## src/rtl/acc_core_pkg.sv

```systemverilog
package acc_core_pkg;

    // fixed opcode map (low nibble of the opcode byte)
    typedef enum logic [3:0] {
        OP_NOP  = 4'h0,
        OP_LDAC = 4'h1,
        OP_STAC = 4'h2,
        OP_MVAC = 4'h3,
        OP_MOVR = 4'h4,
        OP_JUMP = 4'h5,
        OP_JMPZ = 4'h6,
        OP_JPNZ = 4'h7,
        OP_ADD  = 4'h8,
        OP_SUB  = 4'h9,
        OP_INAC = 4'hA,
        OP_CLAC = 4'hB,
        OP_AND  = 4'hC,
        OP_OR   = 4'hD,
        OP_XOR  = 4'hE,
        OP_NOT  = 4'hF
    } opcode_e;

    typedef enum logic [3:0] {
        ST_FETCH,
        ST_DECODE,
        ST_OPLO_REQ,
        ST_OPLO_CAP,
        ST_OPHI_REQ,
        ST_OPHI_CAP,
        ST_EXEC,
        ST_LOAD_WAIT,
        ST_HALT
    } state_e;

    typedef enum logic {
        ASEL_PC,
        ASEL_OPND
    } addr_sel_e;

    typedef struct packed {
        logic      mem_rd;
        logic      mem_wr;
        addr_sel_e asel;
        logic      ld_ir;
        logic      pc_inc;
        logic      ld_lo;
        logic      ld_hi;
        logic      pc_load;
        logic      ld_r;
        logic      alu_en;
        logic      ld_ac_mem;
    } ctl_t;

    localparam int OPCODE_W = 4;

    // opcodes carrying a two-byte address operand
    function automatic logic has_operand(input opcode_e op);
        return (op == OP_LDAC) || (op == OP_STAC) || (op == OP_JUMP) ||
               (op == OP_JMPZ) || (op == OP_JPNZ);
    endfunction

endpackage

```

## src/rtl/acc_alu.sv

```systemverilog
module acc_alu
    import acc_core_pkg::*;
#(
    parameter int DATA_W = 8
) (
    input  opcode_e             op,
    input  logic [DATA_W-1:0]   ac,
    input  logic [DATA_W-1:0]   r,
    output logic [DATA_W-1:0]   res,
    output logic                wr_ac,
    output logic                upd_z
);

    localparam logic [DATA_W-1:0] ONE = DATA_W'(1);

    always_comb begin
        res   = ac;
        wr_ac = 1'b0;
        upd_z = 1'b0;
        unique case (op)
            OP_ADD:  begin res = ac + r;   wr_ac = 1'b1; upd_z = 1'b1; end
            OP_SUB:  begin res = ac - r;   wr_ac = 1'b1; upd_z = 1'b1; end
            OP_INAC: begin res = ac + ONE; wr_ac = 1'b1; upd_z = 1'b1; end
            OP_CLAC: begin res = '0;       wr_ac = 1'b1; upd_z = 1'b1; end
            OP_AND:  begin res = ac & r;   wr_ac = 1'b1; upd_z = 1'b1; end
            OP_OR:   begin res = ac | r;   wr_ac = 1'b1; upd_z = 1'b1; end
            OP_XOR:  begin res = ac ^ r;   wr_ac = 1'b1; upd_z = 1'b1; end
            OP_NOT:  begin res = ~ac;      wr_ac = 1'b1; upd_z = 1'b1; end
            OP_MOVR: begin res = r;        wr_ac = 1'b1; upd_z = 1'b0; end
            default: begin res = ac;       wr_ac = 1'b0; upd_z = 1'b0; end
        endcase
    end

endmodule

```

## src/rtl/acc_ctrl.sv

```systemverilog
module acc_ctrl
    import acc_core_pkg::*;
#(
    parameter int DATA_W = 8
) (
    input  logic              clk,
    input  logic              rst_n,
    input  logic [DATA_W-1:0] fetched,
    input  opcode_e           ir,
    input  logic              z,
    output ctl_t              ctl,
    output logic              halted
);

    state_e  state_q;
    state_e  state_d;
    opcode_e fetched_op;
    logic    fetched_legal;

    assign fetched_op    = opcode_e'(fetched[OPCODE_W-1:0]);
    assign fetched_legal = (fetched[DATA_W-1:OPCODE_W] == '0);

    // state register
    always_ff @(posedge clk) begin
        if (!rst_n) state_q <= ST_FETCH;
        else        state_q <= state_d;
    end

    // transitions
    always_comb begin
        state_d = state_q;
        unique case (state_q)
            ST_FETCH:     state_d = ST_DECODE;
            ST_DECODE: begin
                if (!fetched_legal)           state_d = ST_HALT;
                else if (has_operand(fetched_op)) state_d = ST_OPLO_REQ;
                else                          state_d = ST_EXEC;
            end
            ST_OPLO_REQ:  state_d = ST_OPLO_CAP;
            ST_OPLO_CAP:  state_d = ST_OPHI_REQ;
            ST_OPHI_REQ:  state_d = ST_OPHI_CAP;
            ST_OPHI_CAP:  state_d = ST_EXEC;
            ST_EXEC:      state_d = (ir == OP_LDAC) ? ST_LOAD_WAIT : ST_FETCH;
            ST_LOAD_WAIT: state_d = ST_FETCH;
            ST_HALT:      state_d = ST_HALT;
            default:      state_d = ST_HALT;
        endcase
    end

    // outputs
    always_comb begin
        ctl    = '0;
        halted = 1'b0;
        unique case (state_q)
            ST_FETCH: begin
                ctl.mem_rd = 1'b1;
                ctl.asel   = ASEL_PC;
            end
            ST_DECODE: begin
                ctl.ld_ir  = fetched_legal;
                ctl.pc_inc = fetched_legal;   // advanced before execute
            end
            ST_OPLO_REQ, ST_OPHI_REQ: begin
                ctl.mem_rd = 1'b1;
                ctl.asel   = ASEL_PC;
            end
            ST_OPLO_CAP: begin
                ctl.ld_lo  = 1'b1;
                ctl.pc_inc = 1'b1;
            end
            ST_OPHI_CAP: begin
                ctl.ld_hi  = 1'b1;
                ctl.pc_inc = 1'b1;
            end
            ST_EXEC: begin
                unique case (ir)
                    OP_LDAC: begin ctl.mem_rd = 1'b1; ctl.asel = ASEL_OPND; end
                    OP_STAC: begin ctl.mem_wr = 1'b1; ctl.asel = ASEL_OPND; end
                    OP_JUMP: ctl.pc_load = 1'b1;
                    OP_JMPZ: ctl.pc_load = z;
                    OP_JPNZ: ctl.pc_load = !z;
                    OP_MVAC: ctl.ld_r = 1'b1;
                    OP_NOP:  ctl.alu_en = 1'b0;
                    default: ctl.alu_en = 1'b1;
                endcase
            end
            ST_LOAD_WAIT: ctl.ld_ac_mem = 1'b1;
            ST_HALT:      halted = 1'b1;
            default:      halted = 1'b1;
        endcase
    end

endmodule

```

## src/rtl/acc_core.sv

```systemverilog
module acc_core
    import acc_core_pkg::*;
#(
    parameter int DATA_W = 8
) (
    input  logic                  clk,
    input  logic                  rst_n,
    output logic [2*DATA_W-1:0]   mem_addr,
    output logic                  mem_rd,
    output logic                  mem_wr,
    output logic [DATA_W-1:0]     mem_wdata,
    input  logic [DATA_W-1:0]     mem_rdata,
    output logic                  halted,
    output logic                  flag_z
);

    localparam int ADDR_W = 2 * DATA_W;
    localparam logic [ADDR_W-1:0] PC_STEP = ADDR_W'(1);

    logic [ADDR_W-1:0] pc_q;
    logic [DATA_W-1:0] ac_q;
    logic [DATA_W-1:0] r_q;
    logic [DATA_W-1:0] oplo_q;
    logic [DATA_W-1:0] ophi_q;
    logic              z_q;
    opcode_e           ir_q;
    logic [ADDR_W-1:0] operand;
    ctl_t              ctl;
    logic [DATA_W-1:0] alu_res;
    logic              alu_wr;
    logic              alu_upd;

    // operand assembled low byte first
    assign operand = {ophi_q, oplo_q};

    acc_ctrl #(.DATA_W(DATA_W)) u_ctrl (
        .clk     (clk),
        .rst_n   (rst_n),
        .fetched (mem_rdata),
        .ir      (ir_q),
        .z       (z_q),
        .ctl     (ctl),
        .halted  (halted)
    );

    acc_alu #(.DATA_W(DATA_W)) u_alu (
        .op    (ir_q),
        .ac    (ac_q),
        .r     (r_q),
        .res   (alu_res),
        .wr_ac (alu_wr),
        .upd_z (alu_upd)
    );

    assign mem_addr  = (ctl.asel == ASEL_OPND) ? operand : pc_q;
    assign mem_rd    = ctl.mem_rd;
    assign mem_wr    = ctl.mem_wr;
    assign mem_wdata = ac_q;
    assign flag_z    = z_q;

    always_ff @(posedge clk) begin
        if (!rst_n) begin
            pc_q   <= '0;
            ac_q   <= '0;
            r_q    <= '0;
            z_q    <= 1'b0;
            oplo_q <= '0;
            ophi_q <= '0;
            ir_q   <= OP_NOP;
        end else begin
            if (ctl.ld_ir) ir_q <= opcode_e'(mem_rdata[OPCODE_W-1:0]);
            if (ctl.pc_load)     pc_q <= operand;
            else if (ctl.pc_inc) pc_q <= pc_q + PC_STEP;
            if (ctl.ld_lo) oplo_q <= mem_rdata;
            if (ctl.ld_hi) ophi_q <= mem_rdata;
            if (ctl.ld_r)  r_q    <= ac_q;
            if (ctl.ld_ac_mem)              ac_q <= mem_rdata;
            else if (ctl.alu_en && alu_wr)  ac_q <= alu_res;
            if (ctl.alu_en && alu_upd)      z_q  <= (alu_res == '0);
        end
    end

endmodule

```

## config.mk

```make
export PLATFORM = sky130hd
export DESIGN_NAME = acc_core
export DESIGN_NICKNAME = d
export VERILOG_FILES = /design/src/rtl/acc_core_pkg.sv /design/src/rtl/acc_alu.sv /design/src/rtl/acc_ctrl.sv /design/src/rtl/acc_core.sv
export SDC_FILE = /design/constraint.sdc
export NUM_CORES = 1
export LEC_CHECK = 0
export BUFFER_PORTS_ARGS = -buffer_cell sky130_fd_sc_hd__buf_2
export CAP_MARGIN = 20
export CELL_PAD_IN_SITES_DETAIL_PLACEMENT = 1
export CELL_PAD_IN_SITES_GLOBAL_PLACEMENT = 1
export CORE_MARGIN = 4
export CORE_UTILIZATION = 49
export DETAILED_ROUTE_END_ITERATION = 7
export PLACE_DENSITY = 0.83
export SYNTH_ARGS = -nofsm -noshare
export SYNTH_HDL_FRONTEND = slang
export SYNTH_SLANG_ARGS = --single-unit
export TNS_END_PERCENT = 100
```

## constraint.sdc

```tcl
create_clock -name clk -period 9.85 [get_ports clk]
set_clock_uncertainty 0.05 [all_clocks]
set_input_delay 0.985 -clock clk [delete_from_list [all_inputs] [get_ports clk]]
set_output_delay 0.985 -clock clk [all_outputs]
set_load 0.02 [all_outputs]
```

# ---- Word level (Yosys, flattened, before mapping)
# Index checks and enable logic that the tools add are counted.
dict set report totals {
  ff_bits 57
  in_bits 10
  out_inout_bits 28
  elab_cells 91
}
dict set report op_classes {
  addsub 4
  n_eq_ne 27
  n_mux 28
  bitwise 4
  reduce_logical 20
}
# op count
set ops {}
lappend ops {{one-hot mux 8 bit (9 select lines)} 1}
lappend ops {{two-way mux 16 bit} 3}
lappend ops {{equality test 4 x 3 -> 1 bit (second input constant)} 11}
lappend ops {{equality test 4 bit (second input constant)} 8}
lappend ops {{one-hot mux 4 bit (8 select lines)} 1}
lappend ops {{equality test 4 x 2 -> 1 bit (second input constant)} 5}
lappend ops {{adder 16 x 1 -> 16 bit (second input constant)} 1}
lappend ops {{two-way mux 8 bit} 2}
lappend ops {{OR reduction 8 bit} 2}
lappend ops {{two-way mux 1 bit} 14}
lappend ops {{equality test 4 x 1 -> 1 bit (second input constant)} 3}
lappend ops {{logical NOT 4 bit} 3}
lappend ops {{two-way mux 3 bit} 3}
lappend ops {{OR reduction 9 bit} 1}
lappend ops {{adder 8 x 1 -> 8 bit (second input constant)} 1}
lappend ops {{adder 8 bit} 1}
lappend ops {{AND 8 bit} 1}
lappend ops {{logical NOT 8 bit} 1}
lappend ops {{inverter 8 bit} 1}
lappend ops {{OR 8 bit} 1}
lappend ops {{subtractor 8 bit} 1}
lappend ops {{XOR 8 bit} 1}
lappend ops {{OR reduction 7 bit} 1}
lappend ops {{logical OR 1 bit} 4}
lappend ops {{other kinds (8)} 12}

# ---- Depth between registers and ports, before layout
dict set report depth {
  depth_word 8
  ltp_mapped 16
  depth_no_buf 14
}

# ---- Hierarchy
# From an unflattened synthesis, not the netlist that was laid out.
dict set report unflattened {
  hier_cells 499
  hier_area_um2 4220.3
}
# module instances cells_per_inst area_per_inst_um2
set modules_own_cells {}
lappend modules_own_cells {acc_core 1 263 2536.2}
lappend modules_own_cells {acc_alu 1 186 1282.5}
lappend modules_own_cells {acc_ctrl 1 50 401.6}

# ---- Worst setup path after synthesis
# No wires, ideal clock.
dict set report synth_timing {
  path_type {register to register}
  from {reg ir_q[3]}
  to {reg z_q (netlist: flag_z)}
  arrival_time_ps 3180
  required_ps 9704
  setup_slack_ps 6524
  stages_incl_launch_ff 15
  path_buffers 3
  synth_period_minus_slack_ps 3326
  cell_sequence {dfxtp_1 buf_2 buf_2 clkbuf_1 nand2_1 nor3_1 o21ai_0 mux2i_1 ha_1 or4_1 o211ai_2 xnor3_1 a21oi_2 a31oi_1 o41ai_2}
}
dict set report synth_between {
  elab_chain_len 5
}
# element line
set synth_rtl {}
lappend synth_rtl {{start: declaration} acc_core.sv:26} ;# opcode_e ir_q;
lappend synth_rtl {{start signal: assignment} acc_core.sv:71} ;# if (ctl.ld_ir) ir_q <= opcode_e'(mem_rdata[OPCODE_W-1:0]);
lappend synth_rtl {{equality test 4 x 2 -> 1 bit (tied with other cells)} acc_ctrl.sv:76} ;# unique case (ir)
lappend synth_rtl {{OR reduction 7 bit (no source line)} n/a}
lappend synth_rtl {{two-way mux 1 bit} acc_ctrl.sv:76}
lappend synth_rtl {{two-way mux 3 bit} acc_ctrl.sv:54} ;# unique case (state_q)
lappend synth_rtl {{logical AND 1 bit} acc_core.sv:79} ;# if (ctl.alu_en && alu_upd) z_q <= (alu_res == '0);
lappend synth_rtl {{end signal: assignment} acc_core.sv:79}
lappend synth_rtl {{end: declaration} acc_core.sv:25} ;# logic z_q;
# Several ways; a longest one is shown, not always the timed one.
# A chain may end at the register's enable or synchronous reset.

# ---- Worst setup path in the final report
dict set report layout_timing {
  from {reg ir_q[0]}
  to {reg z_q (netlist: flag_z)}
}
# Same word-level chain as after synthesis.

==> results.ini <==
[floorplanning]
floorplan.die_area_mm2=0.00988
core_mm2=0.00818
rows=33
die-height_um=99.4
ioPinCount=38
die_x_um=99.4
start_util_pct=50.1

[setup_path]
cpMaxStageDelayCell=dfxtp_1
critPathLaunchType=register
critical_path_class=register to register
slowest_delay_ns=0.91
critical_path_arrival_ns=4.23
endpoint_kind=register
crit_fanout=22
cp.required_ns=10.05
crit_chain=nand4bb_1 > and2_0 > a22o_1 > ha_1 > a211oi_1 > o21ai_0 > o211ai_2 > xnor3_1 > a21oi_2 > a31oi_1 > o41ai_2

[power]
p_int_w=0.000417
clkPwrFrac_pct=51.4
p_seq_share_pct=43.6
max-vdd-ir-drop_mv=0.101
p_leak_nw=1.83
p_switching_w=0.000124
pwr-share-comb_pct=5.0
switching_share_pct=23.0
power_density_mw_per_mm2=119

[cells_and_area]
multiInputGateArea_mm2=0.00273
drive_gt1_share_pct=16.7
layout.nets=541
post-route-util_pct=55.6
synthToLayoutAreaGrowth_pct=11.1
diodes=0
layout.cells.non_filler=615
seq_area_mm2=0.00114
fill_cells=994

[synthesis]
synth_area_leaders=dfxtp_1, ha_1, mux2i_1, mux2_2, nand2_1
synth-simple-area-share_pct=21.6
synth_commonest_cells=dfxtp_1, nand2_1, mux2i_1, nor2b_1
yosys_warnings=0
synthAdderAreaFrac_pct=8.13
synthArstFlopShare_pct=0
synthMuxAreaShare_pct=13.1
synth_nets=519
synth_edf_count=0
ys.flop_type=dfxtp_1
synth_top_family_by_area=simple AND/OR/NAND/NOR gates
ys_types=64
yosysTopAreaCell=dfxtp_1
synth_compound_area_share_pct=19.8
ys_seq_elements=57
netlist_instances=483
synth.avg_cell_area_um2=8.48
yosysSeqAreaShare_pct=27.9
synth_top_cell_area_share_pct=27.9
netlist_area_mm2=0.00410
post-synth-top-count-cell=dfxtp_1
synth-xor-area-share_pct=4.19

[clock_tree]
clock-root-buffer=clkbuf_8
path_clk_slew_ns=0.08
postCtsSetupBuffers=0
ctsHoldBuffers=0
cts_buffer_depth=2
cts_made_buffers=9
cts_tree=built
clock_sinks=57
htreeDepth=3
ctsResizeCount=0
clkLatencyLatePin_ns=0.34

[timing]
slew_headroom_pct=32.7
finalCriticalPeriod_ns=4.02
min_period_over_period_pct=40.9
tightest_slew_ns=1.00
finalSetupTns_ns=0
rsz0062_at_grt=false
setup_viol=0
hold-worst-slack_ns=0.442
timing.fmax_mhz=248
hold_violations=0
drv_slew=0

[grt]
grt_pass1_wl_mm=20.3
grt.total_usage_pct=25.6
overflow=0
antenna_found_initial=0
grt_pass1_vias=3909
grt_max_degree=57

[placed_design]
post-dp-hpwl_mm=8.41
gp_congestion=0.851
io_buffers=37
dpl.cell_count=599

[route]
drt_wl_total_mm=12.3
wl_per_cell_um=20.0
via_per_inst=6.17
drc_errors=0
drt_iter0_drc=234
vias=3793
firstDrtPassIters=5
final_antenna_net_count=0

[status]
outcome=finished, final reports clean

[flow_run]
drv_cap=0

[min_path]
hold_class=register to register

[metrics by stage]
stage	setup WS [ns]	cell area, um2	total power (W)
after CTS	5.88	4550	0.000542
after detailed placement	5.93	4300	0.000268
after global routing	5.57	4550	0.000558
final	5.83	4550	0.000541
after global placement	6.16	4300	0.000267
after floorplan	6.52	4100	0.000257
[power groups by stage]
stage | registers (W) | logic, W | clock network (W)
floorplan | 0.000239 | 0.0000179 | 0
global placement | 0.000241 | 0.0000258 | 0
detailed placement | 0.000241 | 0.0000266 | 0
CTS | 0.000236 | 0.0000268 | 0.000279
global route | 0.000236 | 0.0000292 | 0.000292
finish | 0.000236 | 0.0000271 | 0.000278
[metal layers]
metal	routed length, um	global-route usage, %	share of wire, %
met5	0	0	0
met4	180	7.77	1.5
met3	585	4.56	4.7
met2	6020	42.9	49
met1	5540	33.6	45
[registers in the layout, summed over array words and instances, names as in the netlist]
register        cells
flag_z              1
ir_q                4
mem_wdata           8
ophi_q              8
oplo_q              8
pc_q               16
r_q                 8
u_ctrl.state_q      4
[critical path, delay by kind of cell (launching register included)]
family	cells	cell delay [ns]
XOR/XNOR	1	0.35
AO/OA/AOI/OAI	7	1.73
adder cells (fa/ha/maj)	1	0.29
AND/OR/NAND/NOR	2	0.62
flip-flops	1	0.91
[worst paths after layout]
check / startpoint / endpoint / slack, ns / cells past startpoint
setup / recovery: ir_q[0] / flag_z / 5.83 / 11
hold / removal: oplo_q[1] / oplo_q[1] / 0.44 / 2
setup reg to reg: ir_q[0] / flag_z / 5.83 / 11
hold reg to reg: oplo_q[1] / oplo_q[1] / 0.44 / 2
[cell families (layout without fill, tap and decap cells)]
kind of cell / count (synthesis) / in the layout
AO/OA/AOI/OAI: 118 / 118
XOR/XNOR: 18 / 18
adder cells (fa/ha/maj): 26 / 26
buffers and inverters: 53 / 80
flip-flops: 57 / 57
multiplexers: 50 / 50
AND/OR/NAND/NOR: 161 / 161
[area by class of cell]
| cell class | instances | area share, % |
|---|---|---|
| multi-input cells | 373 | 60.1 |
| flip-flops and latches | 57 | 25.1 |
| repair buffers | 40 | 4.57 |
| clock buffers | 11 | 3.11 |
| well taps | 105 | 2.89 |
| clock inverters | 5 | 2.26 |
| inverters | 24 | 1.98 |
[placed cells by master (no fill, tap or decap), drive strengths merged, types with 7 or more instances in the layout]
| master | netlist | layout |
|---|---|---|
| o21ai | 26 | 26 |
| nor2b | 28 | 28 |
| nand3 | 16 | 16 |
| ha | 25 | 25 |
| a22oi | 12 | 12 |
| dfxtp | 57 | 57 |
| a21boi | 13 | 13 |
| o211a | 7 | 7 |
| mux2i | 30 | 30 |
| nor3 | 7 | 7 |
| xor2 | 12 | 12 |
| nand2 | 51 | 51 |
| a21oi | 26 | 26 |
| nor2 | 18 | 18 |
| clkbuf | 15 | 11 |
| inv | 24 | 24 |
| buf | 14 | 40 |
| mux2 | 19 | 19 |
No activity file was read; power rests on OpenSTA's default activity.
